===== src/rtl/bwd_pkg.sv =====
`timescale 1ns/1ps
package bwd_pkg;

    typedef enum logic [1:0] {
        ST_SUPPLY_HOLD = 2'd0,
        ST_RUN         = 2'd1,
        ST_WDT_HOLD    = 2'd2
    } ctrl_state_e;

    typedef enum logic [1:0] {
        SQ_IDLE      = 2'd0,
        SQ_ARMED     = 2'd1,
        SQ_WAIT_STOP = 2'd2
    } seq_state_e;

endpackage


===== src/rtl/bwd_sync.sv =====
`timescale 1ns/1ps
module bwd_sync #(
    parameter int          W       = 2,
    parameter int          STAGES  = 2,
    parameter logic [W-1:0] RST_VAL = '1
) (
    input  logic         clk,
    input  logic         arst_n,
    input  logic [W-1:0] d,
    output logic [W-1:0] q
);
    logic [W-1:0] stg [STAGES];

    always_ff @(posedge clk or negedge arst_n) begin
        if (!arst_n) stg[0] <= RST_VAL;
        else         stg[0] <= d;
    end

    generate
        for (genvar s = 1; s < STAGES; s++) begin : g_stage
            always_ff @(posedge clk or negedge arst_n) begin
                if (!arst_n) stg[s] <= RST_VAL;
                else         stg[s] <= stg[s-1];
            end
        end
    endgenerate

    assign q = stg[STAGES-1];
endmodule


===== src/rtl/bwd_seq_detect.sv =====
`timescale 1ns/1ps
module bwd_seq_detect
    import bwd_pkg::*;
(
    input  logic clk,
    input  logic arst_n,
    input  logic sda_s,
    input  logic scl_s,
    output logic svc
);
    seq_state_e state_q, state_d;
    logic sda_prev, scl_prev;
    logic sda_fall, sda_rise, scl_fall, stop_seen;

    always_ff @(posedge clk or negedge arst_n) begin
        if (!arst_n) begin
            sda_prev <= 1'b1;
            scl_prev <= 1'b1;
        end else begin
            sda_prev <= sda_s;
            scl_prev <= scl_s;
        end
    end

    assign sda_fall  = sda_prev & ~sda_s;
    assign sda_rise  = ~sda_prev & sda_s;
    assign scl_fall  = scl_prev & ~scl_s;
    assign stop_seen = sda_rise & scl_s;

    // State register
    always_ff @(posedge clk or negedge arst_n) begin
        if (!arst_n) state_q <= SQ_IDLE;
        else         state_q <= state_d;
    end

    // Next state
    always_comb begin
        state_d = state_q;
        unique case (state_q)
            SQ_IDLE:      if (sda_fall) state_d = SQ_ARMED;
            SQ_ARMED: begin
                if (scl_fall)       state_d = SQ_WAIT_STOP;
                else if (stop_seen) state_d = SQ_IDLE;
            end
            SQ_WAIT_STOP: if (stop_seen) state_d = SQ_IDLE;
            default:      state_d = SQ_IDLE;
        endcase
    end

    // Outputs
    always_comb begin
        svc = 1'b0;
        unique case (state_q)
            SQ_WAIT_STOP: svc = stop_seen;
            default:      svc = 1'b0;
        endcase
    end

    p_svc_returns_idle_r5: assert property (@(posedge clk) disable iff (!arst_n)
        svc |=> (state_q == SQ_IDLE));

    p_armed_from_idle_fall_r6: assert property (@(posedge clk) disable iff (!arst_n)
        (state_q == SQ_WAIT_STOP) && ($past(state_q) != SQ_WAIT_STOP)
        |-> ($past(state_q) == SQ_ARMED));
endmodule


===== src/rtl/bwd_ctrl.sv =====
`timescale 1ns/1ps
module bwd_ctrl
    import bwd_pkg::*;
#(
    parameter int HOLD_CYCLES = 40,
    parameter int TMO_BASE    = 64,
    parameter int TMO_SHIFT   = 1,
    parameter int SEL_W       = 2,
    parameter int DEF_SEL     = 0
) (
    input  logic             clk,
    input  logic             arst_n,
    input  logic             wdt_en,
    input  logic             wp,
    input  logic             sel_load,
    input  logic [SEL_W-1:0] sel_in,
    input  logic             svc,
    output logic             rst_active
);
    localparam int NSEL    = 1 << SEL_W;
    localparam int MAX_TMO = TMO_BASE << ((NSEL-1) * TMO_SHIFT);
    localparam int CW      = $clog2(MAX_TMO + 1);
    localparam int HW      = $clog2(HOLD_CYCLES + 1);

    ctrl_state_e      state_q, state_d;
    logic [SEL_W-1:0] sel_q;
    logic [CW-1:0]    wdt_cnt_q;
    logic [HW-1:0]    hold_cnt_q;
    logic [CW-1:0]    limit_tbl [NSEL];
    logic [CW-1:0]    limit;
    logic             expire, hold_done;

    generate
        for (genvar g = 0; g < NSEL; g++) begin : g_limit
            localparam int unsigned LIM = TMO_BASE << (g * TMO_SHIFT);
            assign limit_tbl[g] = CW'(LIM);
        end
    endgenerate

    assign limit     = limit_tbl[sel_q];
    assign expire    = wdt_en && (wdt_cnt_q >= limit - CW'(1));
    assign hold_done = (hold_cnt_q == HW'(HOLD_CYCLES - 1));

    // Timeout selection register, locked by write-protect
    always_ff @(posedge clk or negedge arst_n) begin
        if (!arst_n)                sel_q <= SEL_W'(DEF_SEL);
        else if (sel_load && !wp)   sel_q <= sel_in;
    end

    // State register
    always_ff @(posedge clk or negedge arst_n) begin
        if (!arst_n) state_q <= ST_SUPPLY_HOLD;
        else         state_q <= state_d;
    end

    // Next state
    always_comb begin
        state_d = state_q;
        unique case (state_q)
            ST_SUPPLY_HOLD: if (hold_done)       state_d = ST_RUN;
            ST_RUN:         if (!svc && expire)  state_d = ST_WDT_HOLD;
            ST_WDT_HOLD:    if (hold_done)       state_d = ST_RUN;
            default:        state_d = ST_SUPPLY_HOLD;
        endcase
    end

    // Hold interval and watchdog counters
    always_ff @(posedge clk or negedge arst_n) begin
        if (!arst_n) begin
            hold_cnt_q <= '0;
            wdt_cnt_q  <= '0;
        end else begin
            if (state_d != state_q || state_q == ST_RUN) hold_cnt_q <= '0;
            else                                           hold_cnt_q <= hold_cnt_q + HW'(1);

            if (state_q != ST_RUN || !wdt_en || svc) wdt_cnt_q <= '0;
            else if (!expire)                        wdt_cnt_q <= wdt_cnt_q + CW'(1);
        end
    end

    // Outputs
    always_comb begin
        rst_active = 1'b1;
        unique case (state_q)
            ST_RUN:  rst_active = 1'b0;
            default: rst_active = 1'b1;
        endcase
    end

    p_expire_needs_enable_r4: assert property (@(posedge clk) disable iff (!arst_n)
        (state_q == ST_RUN) ##1 (state_q == ST_WDT_HOLD) |-> $past(wdt_en));

    p_disabled_no_expire_r3: assert property (@(posedge clk) disable iff (!arst_n)
        (state_q == ST_RUN && !wdt_en) |=> (state_q == ST_RUN));

    p_hold_length_r2: assert property (@(posedge clk) disable iff (!arst_n)
        (state_q == ST_RUN) && ($past(state_q) != ST_RUN)
        |-> ($past(hold_cnt_q) == HW'(HOLD_CYCLES - 1)));

    p_service_clears_r5: assert property (@(posedge clk) disable iff (!arst_n)
        (svc && state_q == ST_RUN) |=> (wdt_cnt_q == '0));

    p_restart_zero_r8: assert property (@(posedge clk) disable iff (!arst_n)
        (state_q == ST_WDT_HOLD) |=> (wdt_cnt_q == '0));

    p_wp_locks_sel_r7: assert property (@(posedge clk) disable iff (!arst_n)
        wp |=> $stable(sel_q));
endmodule


===== src/rtl/bus_wdt_supervisor.sv =====
`timescale 1ns/1ps
module bus_wdt_supervisor #(
    parameter int HOLD_CYCLES    = 40,
    parameter int TMO_BASE       = 64,
    parameter int TMO_SHIFT      = 1,
    parameter int SEL_W          = 2,
    parameter int DEF_SEL        = 0,
    parameter int SYNC_STAGES    = 2,
    parameter bit RST_ACTIVE_LOW = 1'b1
) (
    input  logic             clk,
    input  logic             supply_ok,
    input  logic             sda_in,
    input  logic             scl_in,
    input  logic             wp,
    input  logic             wdt_en,
    input  logic [SEL_W-1:0] tmo_sel,
    input  logic             tmo_load,
    output logic             rst_out
);
    localparam logic ACT_LVL = RST_ACTIVE_LOW ? 1'b0 : 1'b1;

    logic [1:0] bus_s;
    logic       svc;
    logic       ctrl_rst;
    logic       rst_int;

    bwd_sync #(.W(2), .STAGES(SYNC_STAGES), .RST_VAL(2'b11)) u_sync (
        .clk    (clk),
        .arst_n (supply_ok),
        .d      ({scl_in, sda_in}),
        .q      (bus_s)
    );

    bwd_seq_detect u_seq (
        .clk    (clk),
        .arst_n (supply_ok),
        .sda_s  (bus_s[0]),
        .scl_s  (bus_s[1]),
        .svc    (svc)
    );

    bwd_ctrl #(
        .HOLD_CYCLES (HOLD_CYCLES),
        .TMO_BASE    (TMO_BASE),
        .TMO_SHIFT   (TMO_SHIFT),
        .SEL_W       (SEL_W),
        .DEF_SEL     (DEF_SEL)
    ) u_ctrl (
        .clk        (clk),
        .arst_n     (supply_ok),
        .wdt_en     (wdt_en),
        .wp         (wp),
        .sel_load   (tmo_load),
        .sel_in     (tmo_sel),
        .svc        (svc),
        .rst_active (ctrl_rst)
    );

    assign rst_int = ~supply_ok | ctrl_rst;

    generate
        if (RST_ACTIVE_LOW) begin : g_low
            assign rst_out = ~rst_int;
        end else begin : g_high
            assign rst_out = rst_int;
        end
    endgenerate

    p_supply_low_r1: assert property (@(posedge clk)
        !supply_ok |-> (rst_out == ACT_LVL));
endmodule


===== config.mk =====
export PLATFORM = sky130hd
export DESIGN_NAME = bus_wdt_supervisor
export DESIGN_NICKNAME = d
export VERILOG_FILES = /design/src/rtl/bwd_pkg.sv /design/src/rtl/bwd_sync.sv /design/src/rtl/bwd_seq_detect.sv /design/src/rtl/bwd_ctrl.sv /design/src/rtl/bus_wdt_supervisor.sv
export SDC_FILE = /design/constraint.sdc
export NUM_CORES = 1
export LEC_CHECK = 0
export BUFFER_PORTS_ARGS = -buffer_cell sky130_fd_sc_hd__buf_2
export CORE_MARGIN = 5
export CORE_UTILIZATION = 55
export CTS_BUF_LIST = sky130_fd_sc_hd__clkbuf_4
export DETAILED_ROUTE_END_ITERATION = 12
export HOLD_SLACK_MARGIN = 0.08
export PLACE_DENSITY = 0.72
export SLEW_MARGIN = 10
export SYNTH_ARGS = -nofsm -noshare
export SYNTH_HDL_FRONTEND = slang
export SYNTH_SLANG_ARGS = --single-unit
export TNS_END_PERCENT = 30

===== constraint.sdc =====
create_clock -name clk -period 2.4 [get_ports clk]
set_input_delay 0.48 -clock clk [delete_from_list [all_inputs] [get_ports clk]]
set_output_delay 0.48 -clock clk [all_outputs]
set_load 0.02 [all_outputs]

# --- Yosys cells after proc, flatten, opt, wreduce, memory -nomap -nowiden ---
# Index checks and enable logic that the tools add are counted.
word_totals:
  regBits: 28
  in_bits: 9
op_classes:
  addsub: 3
  magnitude_cmp: 2
  n_eq_ne: 9
  n_mux: 15
  bitwise: 11
  reduce_logical: 12
op_table:
  columns: ["op", "n"]
  rows:
  - ["$mux 10", 4]
  - ["$bmux 10 s2", 1]
  - ["$add 10x1->10 const B", 1]
  - ["$ge 10x10->1", 1]
  - ["$mux 2", 5]
  - ["$sub 10x1->10 const B", 1]
  - ["$add 6x1->6 const B", 1]
  - ["$eq 6x6->1 const B", 1]
  - ["$mux 6", 1]
  - ["$pmux 2 s3", 1]
  - ["$not 1->1", 5]
  - ["$and 1x1->1", 4]
  - ["$eq 2x1->1 const B", 2]
  - ["$eq 2x2->1 const B", 2]
  - ["$logic_not 2->1", 2]
  - ["$ne 2x1->1 const B", 2]
  - ["$pmux 2 s2", 1]
  - ["$ge 3x3->1 const B", 1]
  - ["$logic_and 1x1->1", 3]
  - ["$logic_not 1->1", 3]
  - ["$logic_or 1x1->1", 3]
  - ["$not 2->3", 1]
  - ["$mux 1", 2]
  - ["$ne 2x2->1", 1]
  - ["other kinds (3)", 3]

# --- Longest topological paths before layout ---
# Gate-level depths: netlist of run 1.
logic_depth:
  ltp_word: 13
  mapped_depth: 7
  ltp_nobuf: 6

# --- By module ---
# Synthesis of run 1 repeated with hierarchy kept, for this count alone.
hier_totals:
  hier_cells: 137
  hier_area_um2: 1445.1
modules_own_cells:
  columns: ["mod", "instances", "cells_each", "area_each_um2"]
  rows:
  - ["bwd_ctrl", 1, 115, 1116.1]
  - ["bwd_seq_detect", 1, 15, 195.2]
  - ["bwd_sync", 1, 6, 120.1]
  - ["bus_wdt_supervisor", 1, 1, 13.8]

# --- Worst setup path after synthesis of run 1 ---
# Ideal clock, no wire load.
synth_path:
  path_type: "flip-flop to flip-flop"
  from: "register u_ctrl.wdt_cnt_q[7]"
  to: "register u_ctrl.wdt_cnt_q[4]"
  t_arrival_ns: 1.809
  required_time_ns: 2.323
  path_slack_ns: 0.513
  path_stages_with_launch: 7
  n_path_buf: 1
  path_cell_list: "dfrtp_1 ha_1 a21oi_1 o21ai_1 clkbuf_1 or4_1 a21oi_1"
synth_via:
  elab_chain_cells: 3
synth_rtl:
  columns: ["element", "line", "rtl"]
  rows:
  - ["start: declaration", "bwd_ctrl.sv:27", "logic [CW-1:0] wdt_cnt_q;"]
  - ["start signal: assignment", "bwd_ctrl.sv:77", "else if (!expire) wdt_cnt_q <= wdt_cnt_q + CW'(1);"]
  - ["$ge 10x10->1", "bwd_ctrl.sv:41", "assign expire = wdt_en && (wdt_cnt_q >= limit - CW'(1));"]
  - ["$logic_and 1x1->1", "bwd_ctrl.sv:41", null]
  - ["$ne 2x2->1 (no line)", null, null]
# Every way passes these cells.
# A chain may end at the register's enable or synchronous reset.

# --- Final worst setup path of run 1 ---
# Ends and elaborated chain as after synthesis.

==> results of run 1 <==
flip-flops by register name, summed over array words and instances, names as in the netlist:
register / count
u_seq.sda_prev: 1
u_ctrl.state_q: 2
u_ctrl.wdt_cnt_q: 10
u_sync.q: 2
u_ctrl.sel_q: 2
u_sync.stg: 2
u_seq.scl_prev: 1
u_seq.state_q: 2
u_ctrl.hold_cnt_q: 6
worst max-delay path: stages, from the launching register on:
cell	delay, ns
dfrtp_1	0.45
ha_1	0.33
a21oi_1	0.29
o21ai_1	0.28
or4_1	0.54
a21oi_1	0.16
final cells by class:
cell class / count / area (µm²) / area share
clock buffers: 3 / 22.52 / 0.01508
clock inverters: 1 / 30.03 / 0.02010
inverters: 5 / 18.77 / 0.01256
multi-input cells: 98 / 616.8 / 0.4129
flip-flops and latches: 28 / 708.2 / 0.4740
well taps: 30 / 37.54 / 0.02513
repair buffers: 11 / 60.06 / 0.04020
how the worst max path moves through the flow:
stage | start | slack (ns) | cells past startpoint | end
floorplan | u_ctrl.wdt_cnt_q[7]$_DFFE_PN0P_ | 0.51 | 6 | u_ctrl.wdt_cnt_q[4]$_DFFE_PN0P_
global placement | u_ctrl.wdt_cnt_q[7]$_DFFE_PN0P_ | 0.47 | 5 | u_ctrl.wdt_cnt_q[8]$_DFFE_PN0P_
detailed placement | u_ctrl.wdt_cnt_q[7]$_DFFE_PN0P_ | 0.33 | 5 | u_ctrl.wdt_cnt_q[4]$_DFFE_PN0P_
CTS | u_ctrl.wdt_cnt_q[7]$_DFFE_PN0P_ | 0.31 | 5 | u_ctrl.wdt_cnt_q[4]$_DFFE_PN0P_
global route | u_ctrl.wdt_cnt_q[7]$_DFFE_PN0P_ | 0.11 | 5 | u_ctrl.wdt_cnt_q[4]$_DFFE_PN0P_
finish | u_ctrl.wdt_cnt_q[7]$_DFFE_PN0P_ | 0.28 | 5 | u_ctrl.wdt_cnt_q[4]$_DFFE_PN0P_
power groups by stage:
stage / sequential (mW) / combinational (mW) / clock (mW)
2_1_floorplan: 0.537 / 0.0793 / 0
3_3_place_gp: 0.541 / 0.106 / 0
3_5_place_dp: 0.544 / 0.110 / 0
4_1_cts: 0.536 / 0.111 / 0.310
5_1_grt: 0.541 / 0.129 / 0.331
6_report: 0.535 / 0.109 / 0.302
per-stage QoR:
step           power [mW]  hold slack [ns]
6_report           0.9466           0.1671
4_1_cts            0.9562           0.1704
2_1_floorplan      0.6168           0.1844
3_3_place_gp       0.6470           0.3479
5_1_grt             1.001           0.1716
3_5_place_dp       0.6544           0.3482
cells by family after synthesis:
group                      count (synthesis)  share of synthesized area
AOI/OAI and AO/OA                         32                     0.1514
xor gates and xnor gates                   4                    0.02569
adders and majority gates                  6                    0.05504
buffers and inverters                      8                    0.02843
DFF                                       28                     0.5193
muxes                                      2                    0.01560
other                                      1                   0.002750
and+or+nand+nor                           53                     0.2018
cell usage in the layout, fill, tap and decap left out, types with 2 or more instances in the layout:
cell	netlist	final
nor2_1	12	12
xor2_1	2	2
nand2_1	10	10
buf_2	1	9
buf_4	0	2
clkbuf_4	0	3
nor2b_1	3	3
ha_1	6	6
a21oi_1	11	11
or3_1	2	2
o21ai_1	2	2
or4_1	6	6
nand4_1	3	3
nand2b_1	3	3
and3_1	2	2
o31ai_1	5	5
nand3_1	7	7
o21ai_0	4	4
nor3_1	2	2
dfrtp_1	22	22
dfstp_2	6	6
inv_1	4	4
xnor2_1	2	2
layer usage:
| layer | track usage | part of all wire | routed length (µm) | vias to the layer above |
|---|---|---|---|---|
| met2 | 0.2670 | 0.48 | 1156 | 23 |
| met3 | 0.03672 | 0.047 | 113 | 6 |
| met4 | 0.06329 | 0.017 | 40 | 0 |
| li1 | - | - | - | 514 |
| met1 | 0.2069 | 0.46 | 1103 | 493 |
| met5 | 0 | 0 | 0 | - |
==> summary.md, run 1 <==
| Metric | Value |
|---|---|
| Outcome | `completed` |
| Prevailing post-synth register cell | `dfrtp_1` |
| Root buffer cell | `clkbuf_4` |
| Number of DRC markers in iteration 0 | `36` |
| Number of synthesized flops with an enable pin | `0` |
| Area after DPL | `1441 µm²` |
| FF-to-FF path depth | `5` |
| DRC Markers | `0` |
| Synth unique cells | `40` |
| Yosys reg bits | `28` |
| Setup WS post-layout | `0.2846 ns` |
| Die H | `59.80 µm` |
| Leakage | `approximately 0.66 nW` |
| Top cells by area, synth | `dfrtp_1, dfstp_2, ha_1` |
| First-pass GRT wire length | `4.436 mm` |
| Min cycle time layout | `2.115 ns` |
| Total negative slack | `0 ns` |
| Setup Fix Bufs, Post-CTS | `0` |
| Synth Net Count | `around 150` |
| Syn Area/Cell | `10.18 µm²` |
| P_sw | `between 200 and 250 µW` |
| Ys Warns | `0` |
| Clock buffer depth | `2` |
| Data required, critical path | `2.66 ns` |
| Die ar. | `3575 µm²` |
| Design area | `1494 µm²` |
| Initial antenna violation count | `0` |
| Clk_skew | `0.005865 ns` |
| Finished Layout Cells | `176` |
| Reg-to-Reg Start | `u_ctrl.wdt_cnt_q[7]$_DFFE_PN0P_` |
| VDD IR max | `0.4128 mV` |
| PortBufs | `9` |
| Chip width | `~60 µm` |
| DP Cell Count | `172` |
| Core area | `2432 µm²` |
| Initial Util | `0.5607` |
| Slew margin rel. | `0.5546` |
| Cell Area, Synth | `between 1000 and 1500 µm²` |
| GPL Wtd Cong | `0.7602` |
| Total length of routed wires | `~2.4 mm` |
| Number of global-route vias before repair | `a little over 1000` |
| Post-synthesis sequential area ratio | `0.5193` |
| Clock Latency Late Sink | `0.33 ns` |
| Cell taking the most area after synthesis | `dfrtp_1` |
| DP HPWL | `1.835 mm` |
| RSZ-0062 raised after global routing | `no` |
| Num ports | `10` |
| CTS buffer count | `3` |
| Maximum clock rate | `472.7 MHz` |
| Clock sink total | `28` |
| Wire per inst | `13.70 µm` |
| Sequential share of power | `0.566` |
| Num rows | `18` |
| Total gr overflow | `0` |
| Clock power frac | `0.319` |
| Vias | `~1000` |
| GRT Total Usage | `0.1625` |
| Vias per cell | `5.886` |
| Fin crit share | `0.8814` |
| # H-tree levels | `1` |
| Setup CP Type | `reg -> reg` |
| Post-synth top area share | `0.4037` |
| Fill cells | `212` |
| Worst Max-Slew Pin Slew | `0.6636 ns` |
| Crit path DAT | `between 2 and 2.5 ns` |
| Setup WS pre-CTS | `roughly 0.33 ns` |
| Pwr/cell area | `between 600 and 700 nW/µm²` |
| Layout Nets | `162` |
| Routed Antenna Nets | `0` |
| Iteration count of the initial detailed-routing pass | `4` |
| Comb pwr share | `0.115` |
| Hold Fails Final Rpt | `0` |
| Largest net degree at the start of global routing | `29` |
| Number of diodes | `0` |
| Startpoint types | `flip-flop` |
| Clock tree from TritonCTS | `yes` |
| Max-Cap Viols | `0` |
| Final core occ | `0.6142` |
| R2r setup slk | `~0.28 ns` |
| Hold Buf Count CTS | `0` |
| CTS resizes | `0` |
| Pint | `722.6 µW` |
| Most common cell in the synthesized netlist | `dfrtp_1` |
| Final Slew Violations | `0` |
| Setup crit end kind | `flip-flop` |
| Post-synthesis async set-or-reset flop share | `1.000` |
| Worst min path class | `in -> async` |
| Final setup violating endpoints | `0` |
| Critical Path Fanout Max | `11` |
| Synth Instances | `134` |
| Clk pin slew, worst setup/hold paths | `approximately 0.14 ns` |
| Syn-to-layout area delta | `9.541%` |
| Sw frac | `0.2367` |
| RR Endpoint | `u_ctrl.wdt_cnt_q[4]$_DFFE_PN0P_` |
| Share of layout cells above drive strength 1 | `0.1644` |
| Top post-synthesis cells by count | `dfrtp_1, nor2_1, a21oi_1, nand2_1, nand3_1` |
(Power assumes the default switching activity.)
==> inputs of run 2 (changes only) <==
Settings changed: PLACE_DENSITY 0.72 to 0.75.
Clock period 2.4 ns to 1.8 ns, I/O delays scaled along.
==> run 2 against run 1 <==
  * The flow now finishes with violations (negative setup slack)
  * Fmax rose by 15%
  * Clock power fell by 15%
  * Cell area rose by 10%
  * Via count rose by 7.3%
  * Core utilization rose by 6.2 points
  * Sequential cell count did not move
  * Setup slack got worse by 0.33 ns
  * Register-to-register slack got worse by 0.33 ns
  * Hold slack got worse by 0.050 ns
  * Non-clock buffer count rose by 13
  * Power rose by 22%
  * Largest power group unchanged
==> summary.md, run 2 (synthesized netlist as in run 1, its figures left out) <==
| Metric | Value |
|---|---|
| Outcome | `finished, violations left` |
| Violated checks | `negative setup slack` |
| GPL Wtd Cong | `0.8081` |
| Root buffer cell | `clkbuf_4` |
| Startpoint types | `flip-flop` |
| Commonest non-fill, non-tap cells in the layout | `dfrtp_1, buf_4, nor2_1, nand2_1, buf_2` |
| Final setup violating endpoints | `6` |
| Clk pin slew, worst setup/hold paths | `0.15 ns` |
| Num rows | `18` |
| DP HPWL | `2.021 mm` |
| PortBufs | `9` |
| Min cycle time layout | `about 1.8 ns` |
| Comb pwr share | `0.157` |
| Share of layout cells above drive strength 1 | `0.2956` |
| Number of global-route vias before repair | `approximately 1200` |
| WL met3 | `~130 µm` |
| Setup crit end kind | `flip-flop` |
| Sw frac | `0.2765` |
| Setup WS pre-CTS | `-0.04504 ns` |
| Multi-input combinational cell area | `between 600 and 700 µm²` |
| DP Cell Count | `183` |
| Leakage | `0.7170 nW` |
| Power Total | `about 1.2 mW` |
| P_sw | `320.0 µW` |
| Maximum clock rate | `roughly 540 MHz` |
| Number of diodes | `0` |
| Core area | `roughly 2400 µm²` |
| Syn-to-layout area delta | `20.55%` |
| Die ar. | `3575 µm²` |
| Biggest regs | `u_ctrl.wdt_cnt_q (10), u_ctrl.hold_cnt_q (6)` |
| Layout Nets | `approximately 180` |
| Clock buffer depth | `2` |
| Critical Path Fanout Max | `12` |
| Worst min path class | `in -> reg` |
| RSZ-0062 raised after global routing | `yes` |
| Initial Util | `0.5607` |
| Num ports | `10` |
| Chip width | `59.80 µm` |
| Top layer in use | `met4` |
| Die H | `59.80 µm` |
| Setup WS post-layout | `-0.04367 ns` |
| Largest Register | `u_ctrl.wdt_cnt_q` |
| Max-Cap Viols | `0` |
| Iteration count of the initial detailed-routing pass | `4` |
| Data required, critical path | `2.06 ns` |
| Met2 WL post-DR | `1.489 mm` |
| Finished Layout Cells | `around 190` |
| First-pass GRT wire length | `5.078 mm` |
| Vias | `~1100` |
| VDD IR max | `approximately 0.61 mV` |
| Register area | `around 700 µm²` |
| Total length of routed wires | `between 2 and 3 mm` |
| Fin crit share | `1.024` |
| Hold slack | `0.1173 ns` |
| Routed length on met1 | `1.217 mm` |
| Fill cells | `181` |
| Initial antenna violation count | `0` |
| Final Slew Violations | `0` |
| Hold Fails Final Rpt | `0` |
| Clock tree from TritonCTS | `yes` |
| Number of DRC markers in iteration 0 | `33` |
| Max FFs per register | `10` |
| Total negative slack | `-0.1318 ns` |
| Largest net degree at the start of global routing | `29` |
| Pwr/cell area | `703.8 nW/µm²` |
| Pint | `~840 µW` |
| Clock Latency Late Sink | `between 0.3 and 0.4 ns` |
| Final core occ | `0.6759` |
| Vias per cell | `between 5 and 6` |
| DRC Markers | `0` |
| Sequential share of power | `0.620` |
| Total gr overflow | `0` |
| Design area | `approximately 1600 µm²` |
| Routed Antenna Nets | `0` |
| # H-tree levels | `1` |
| Most common cell after layout, fill and taps aside | `dfrtp_1` |
| Crit path DAT | `2.11 ns` |
| R2r setup slk | `-0.04 ns` |
| Wire per inst | `between 15 and 20 µm` |
| Clock power frac | `0.223` |
| GRT Total Usage | `0.1868` |
| Clk_skew | `0.008980 ns` |
| Area after DPL | `~1500 µm²` |
| Clock sink total | `28` |
| Setup CP Type | `reg -> reg` |
| CTS buffer count | `3` |
[run 2: area by class of cell]
cell class | count | area share
multi-input cells | 98 | 0.4216
inverters | 5 | 0.01142
clock buffers | 3 | 0.01370
clock inverters | 1 | 0.002283
flip-flops and latches | 28 | 0.4307
repair buffers | 24 | 0.09741
well taps | 30 | 0.02283
[run 2: final timing paths]
kind	from	endpoint	depth (start not counted)
setup / recovery	u_ctrl.sel_q[1]$_DFFE_PN0P_	u_ctrl.wdt_cnt_q[4]$_DFFE_PN0P_	7
hold / removal	scl_in	u_sync.stg[3]$_DFF_PN1_	1
setup reg to reg	u_ctrl.sel_q[1]$_DFFE_PN0P_	u_ctrl.wdt_cnt_q[4]$_DFFE_PN0P_	7
min in group asynchronous	supply_ok	u_ctrl.wdt_cnt_q[9]$_DFFE_PN0P_	3
max in group asynchronous	supply_ok	u_sync.q[1]$_DFF_PN1_	3
hold reg to reg	u_sync.stg[2]$_DFF_PN1_	u_sync.q[0]$_DFF_PN1_	0
[run 2: timing repair]
item	4_1_cts	5_1_grt
buffers inserted	1	0
hold buffers	1	0
endpoints found under the hold margin	22	0
setup endpoints to repair	9	12
pin swaps	6	3
gates resized for setup	6	6
[run 2: power by group through the flow]
stage / logic (mW) / clock network, mW / registers (mW)
global route: 0.205 / 0.297 / 0.726
finish: 0.182 / 0.258 / 0.717
floorplan: 0.107 / 0 / 0.717
CTS: 0.178 / 0.269 / 0.716
global placement: 0.148 / 0 / 0.724
detailed placement: 0.160 / 0 / 0.728
[run 2: worst max-delay path: stages, from the launching register on]
cell	delay (ns)
dfrtp_1	0.43
nor2_1	0.12
ha_1	0.23
nand4_1	0.12
nor3_1	0.06
buf_4	0.17
or4_1	0.50
a21oi_1	0.14
[run 2: metal layers]
layer | global-route usage | up-vias
met2 | 0.3302 | 26
met4 | 0.05380 | 0
met1 | 0.2273 | 542
met3 | 0.03888 | 8
met5 | 0 | -
li1 | - | 536
==> inputs of run 3 (changes only) <==
Settings changed: CAP_MARGIN set to 20.
Clock period 1.8 ns to 1.6 ns, I/O delays scaled along.
==> run 3 against run 2 <==
  * The flow still finishes with violations (negative setup slack)
  * Highest routed layer unchanged
  * Sequential share of layout area shrank 2.7 points
  * Critical path type unchanged
  * First-iteration DRC count grew 3.0%
  * Register-to-register slack lost 0.28 ns
  * Clock-buffer cell count is the same
  * Fmax shrank 4.1%
==> summary.md, run 3 (synthesized netlist as in run 1, its figures left out) <==
| Metric | Value |
|---|---|
| Outcome | `finished, violations left` |
| Violated checks | `negative setup slack` |
| Num ports | `10` |
| Iteration count of the initial detailed-routing pass | `4` |
| Comb pwr share | `0.166` |
| Crit path DAT | `2.20 ns` |
| Commonest non-fill, non-tap cells in the layout | `buf_4, dfrtp_1, nand2_1, nor2_1, buf_2` |
| Hold slack | `roughly 0.19 ns` |
| Clock tree from TritonCTS | `yes` |
| Critical Path Fanout Max | `6` |
| RSZ-0062 raised after global routing | `yes` |
| DP Cell Count | `187` |
| First-pass GRT wire length | `5.754 mm` |
| Die H | `59.80 µm` |
| Core area | `2432 µm²` |
| Finished Layout Cells | `between 150 and 200` |
| Wire per inst | `16.57 µm` |
| VDD IR max | `0.7554 mV` |
| Initial Util | `0.5607` |
| Share of layout cells above drive strength 1 | `0.3750` |
| Number of diodes | `0` |
| Num rows | `18` |
| Fin crit share | `1.202` |
| Leakage | `0.7700 nW` |
| P_sw | `~370 µW` |
| Clk_skew | `0.008035 ns` |
| Largest Register | `u_ctrl.wdt_cnt_q` |
| Final setup violating endpoints | `12` |
| Biggest regs | `u_ctrl.wdt_cnt_q (10), u_ctrl.hold_cnt_q (6)` |
| DRC Markers | `0` |
| Die ar. | `3575 µm²` |
| Setup crit end kind | `flip-flop` |
| Chip width | `59.80 µm` |
| Layout Nets | `184` |
| Clk pin slew, worst setup/hold paths | `around 0.15 ns` |
| Routed Antenna Nets | `0` |
| DP HPWL | `2.170 mm` |
| Max FFs per register | `10` |
| GRT Total Usage | `0.2168` |
| Vias per cell | `5.924` |
| Setup CP Type | `reg -> reg` |
| Max-Cap Viols | `0` |
| Setup WS pre-CTS | `-0.3392 ns` |
| GPL Wtd Cong | `0.8125` |
| Clock sink total | `28` |
| Total negative slack | `-3.458 ns` |
| Clock Latency Late Sink | `0.33 ns` |
| Pwr/cell area | `about 760 nW/µm²` |
| Worst min path class | `in -> reg` |
| Sw frac | `0.2813` |
| Root buffer cell | `clkbuf_4` |
| Sequential share of power | `0.610` |
| CTS buffer count | `3` |
| Vias | `1173` |
| Clock buffer depth | `2` |
| # H-tree levels | `1` |
| Syn-to-layout area delta | `28.62%` |
| Setup WS post-layout | `-0.3232 ns` |
| Number of DRC markers in iteration 0 | `34` |
| PortBufs | `9` |
| Hold Fails Final Rpt | `0` |
| Initial antenna violation count | `0` |
| Data required, critical path | `1.87 ns` |
| Startpoint types | `flip-flop` |
| Largest net degree at the start of global routing | `29` |
| Total length of routed wires | `3.281 mm` |
| Total gr overflow | `0` |
| Final Slew Violations | `0` |
| Pint | `roughly 950 µW` |
| Maximum clock rate | `520.0 MHz` |
| Number of global-route vias before repair | `1327` |
| Clock power frac | `0.224` |
| Min cycle time layout | `1.923 ns` |
-- run 3: repair_timing --
item,4_1_cts,5_1_grt
endpoints found under the hold margin,24,0
buffers inserted,3,0
endpoints found under the setup margin,13,13
pin swaps,7,3
hold buffers,3,0
gates resized for setup,17,6
cloned,1,0
-- run 3: layer usage --
layer  track usage  part of all wire  up-vias
met1        0.2293              0.38      577
met5             0                 0        -
met2        0.4090              0.55       28
li1              -                 -      557
met3       0.02592             0.029       11
met4        0.1171             0.035        0
-- run 3: area by class of cell --
cell class                 instances  area, µm²
multi-input combinational         98      728.2
sequential                        28      708.2
fill                             184      678.2
timing repair buffer              33      235.2
tap                               30      37.54
clock buffer                       3      22.52
inverter                           5      18.77
clock inverter                     1      3.754
-- run 3: power by group through the flow --
stage	Clock (mW)	Sequential (mW)	Combinational, mW
floorplan	0	0.806	0.120
global placement	0	0.813	0.173
detailed placement	0	0.820	0.184
CTS	0.309	0.807	0.216
global route	0.338	0.818	0.249
finish	0.297	0.810	0.220
-- run 3: path summary, 6_finish.rpt --
| path | start | slack [ns] | end | cells past startpoint |
|---|---|---|---|---|
| min reg2reg | u_sync.stg[2]$_DFF_PN1_ | 0.37 | u_sync.q[0]$_DFF_PN1_ | 0 |
| min in group asynchronous | supply_ok | 0.53 | u_ctrl.wdt_cnt_q[9]$_DFFE_PN0P_ | 3 |
| max in group asynchronous | supply_ok | 0.76 | u_seq.sda_prev$_DFF_PN1_ | 3 |
| min | tmo_sel[1] | 0.19 | u_ctrl.sel_q[1]$_DFFE_PN0P_ | 3 |
| max reg2reg | u_ctrl.sel_q[1]$_DFFE_PN0P_ | -0.32 | u_ctrl.wdt_cnt_q[4]$_DFFE_PN0P_ | 7 |
| max | u_ctrl.sel_q[1]$_DFFE_PN0P_ | -0.32 | u_ctrl.wdt_cnt_q[4]$_DFFE_PN0P_ | 7 |
-- run 3: critical path: stages (launching register included) --
cell and delay (ns):
dfrtp_1 0.43, inv_1 0.13, ha_4 0.23, nand4_1 0.16
nor3_2 0.09, buf_4 0.16, or4_4 0.51, a21oi_2 0.13
-- run 3: stage by stage --
stage / total power [mW] / area, µm² / util
floorplan: 0.9263 / 1373 / -
global placement: 0.9868 / 1559 / 0.6409
CTS: 1.332 / 1725 / 0.7094
global route: 1.404 / 1754 / 0.7212
detailed placement: 1.004 / 1559 / 0.6409
finish: 1.327 / 1754 / 0.7212
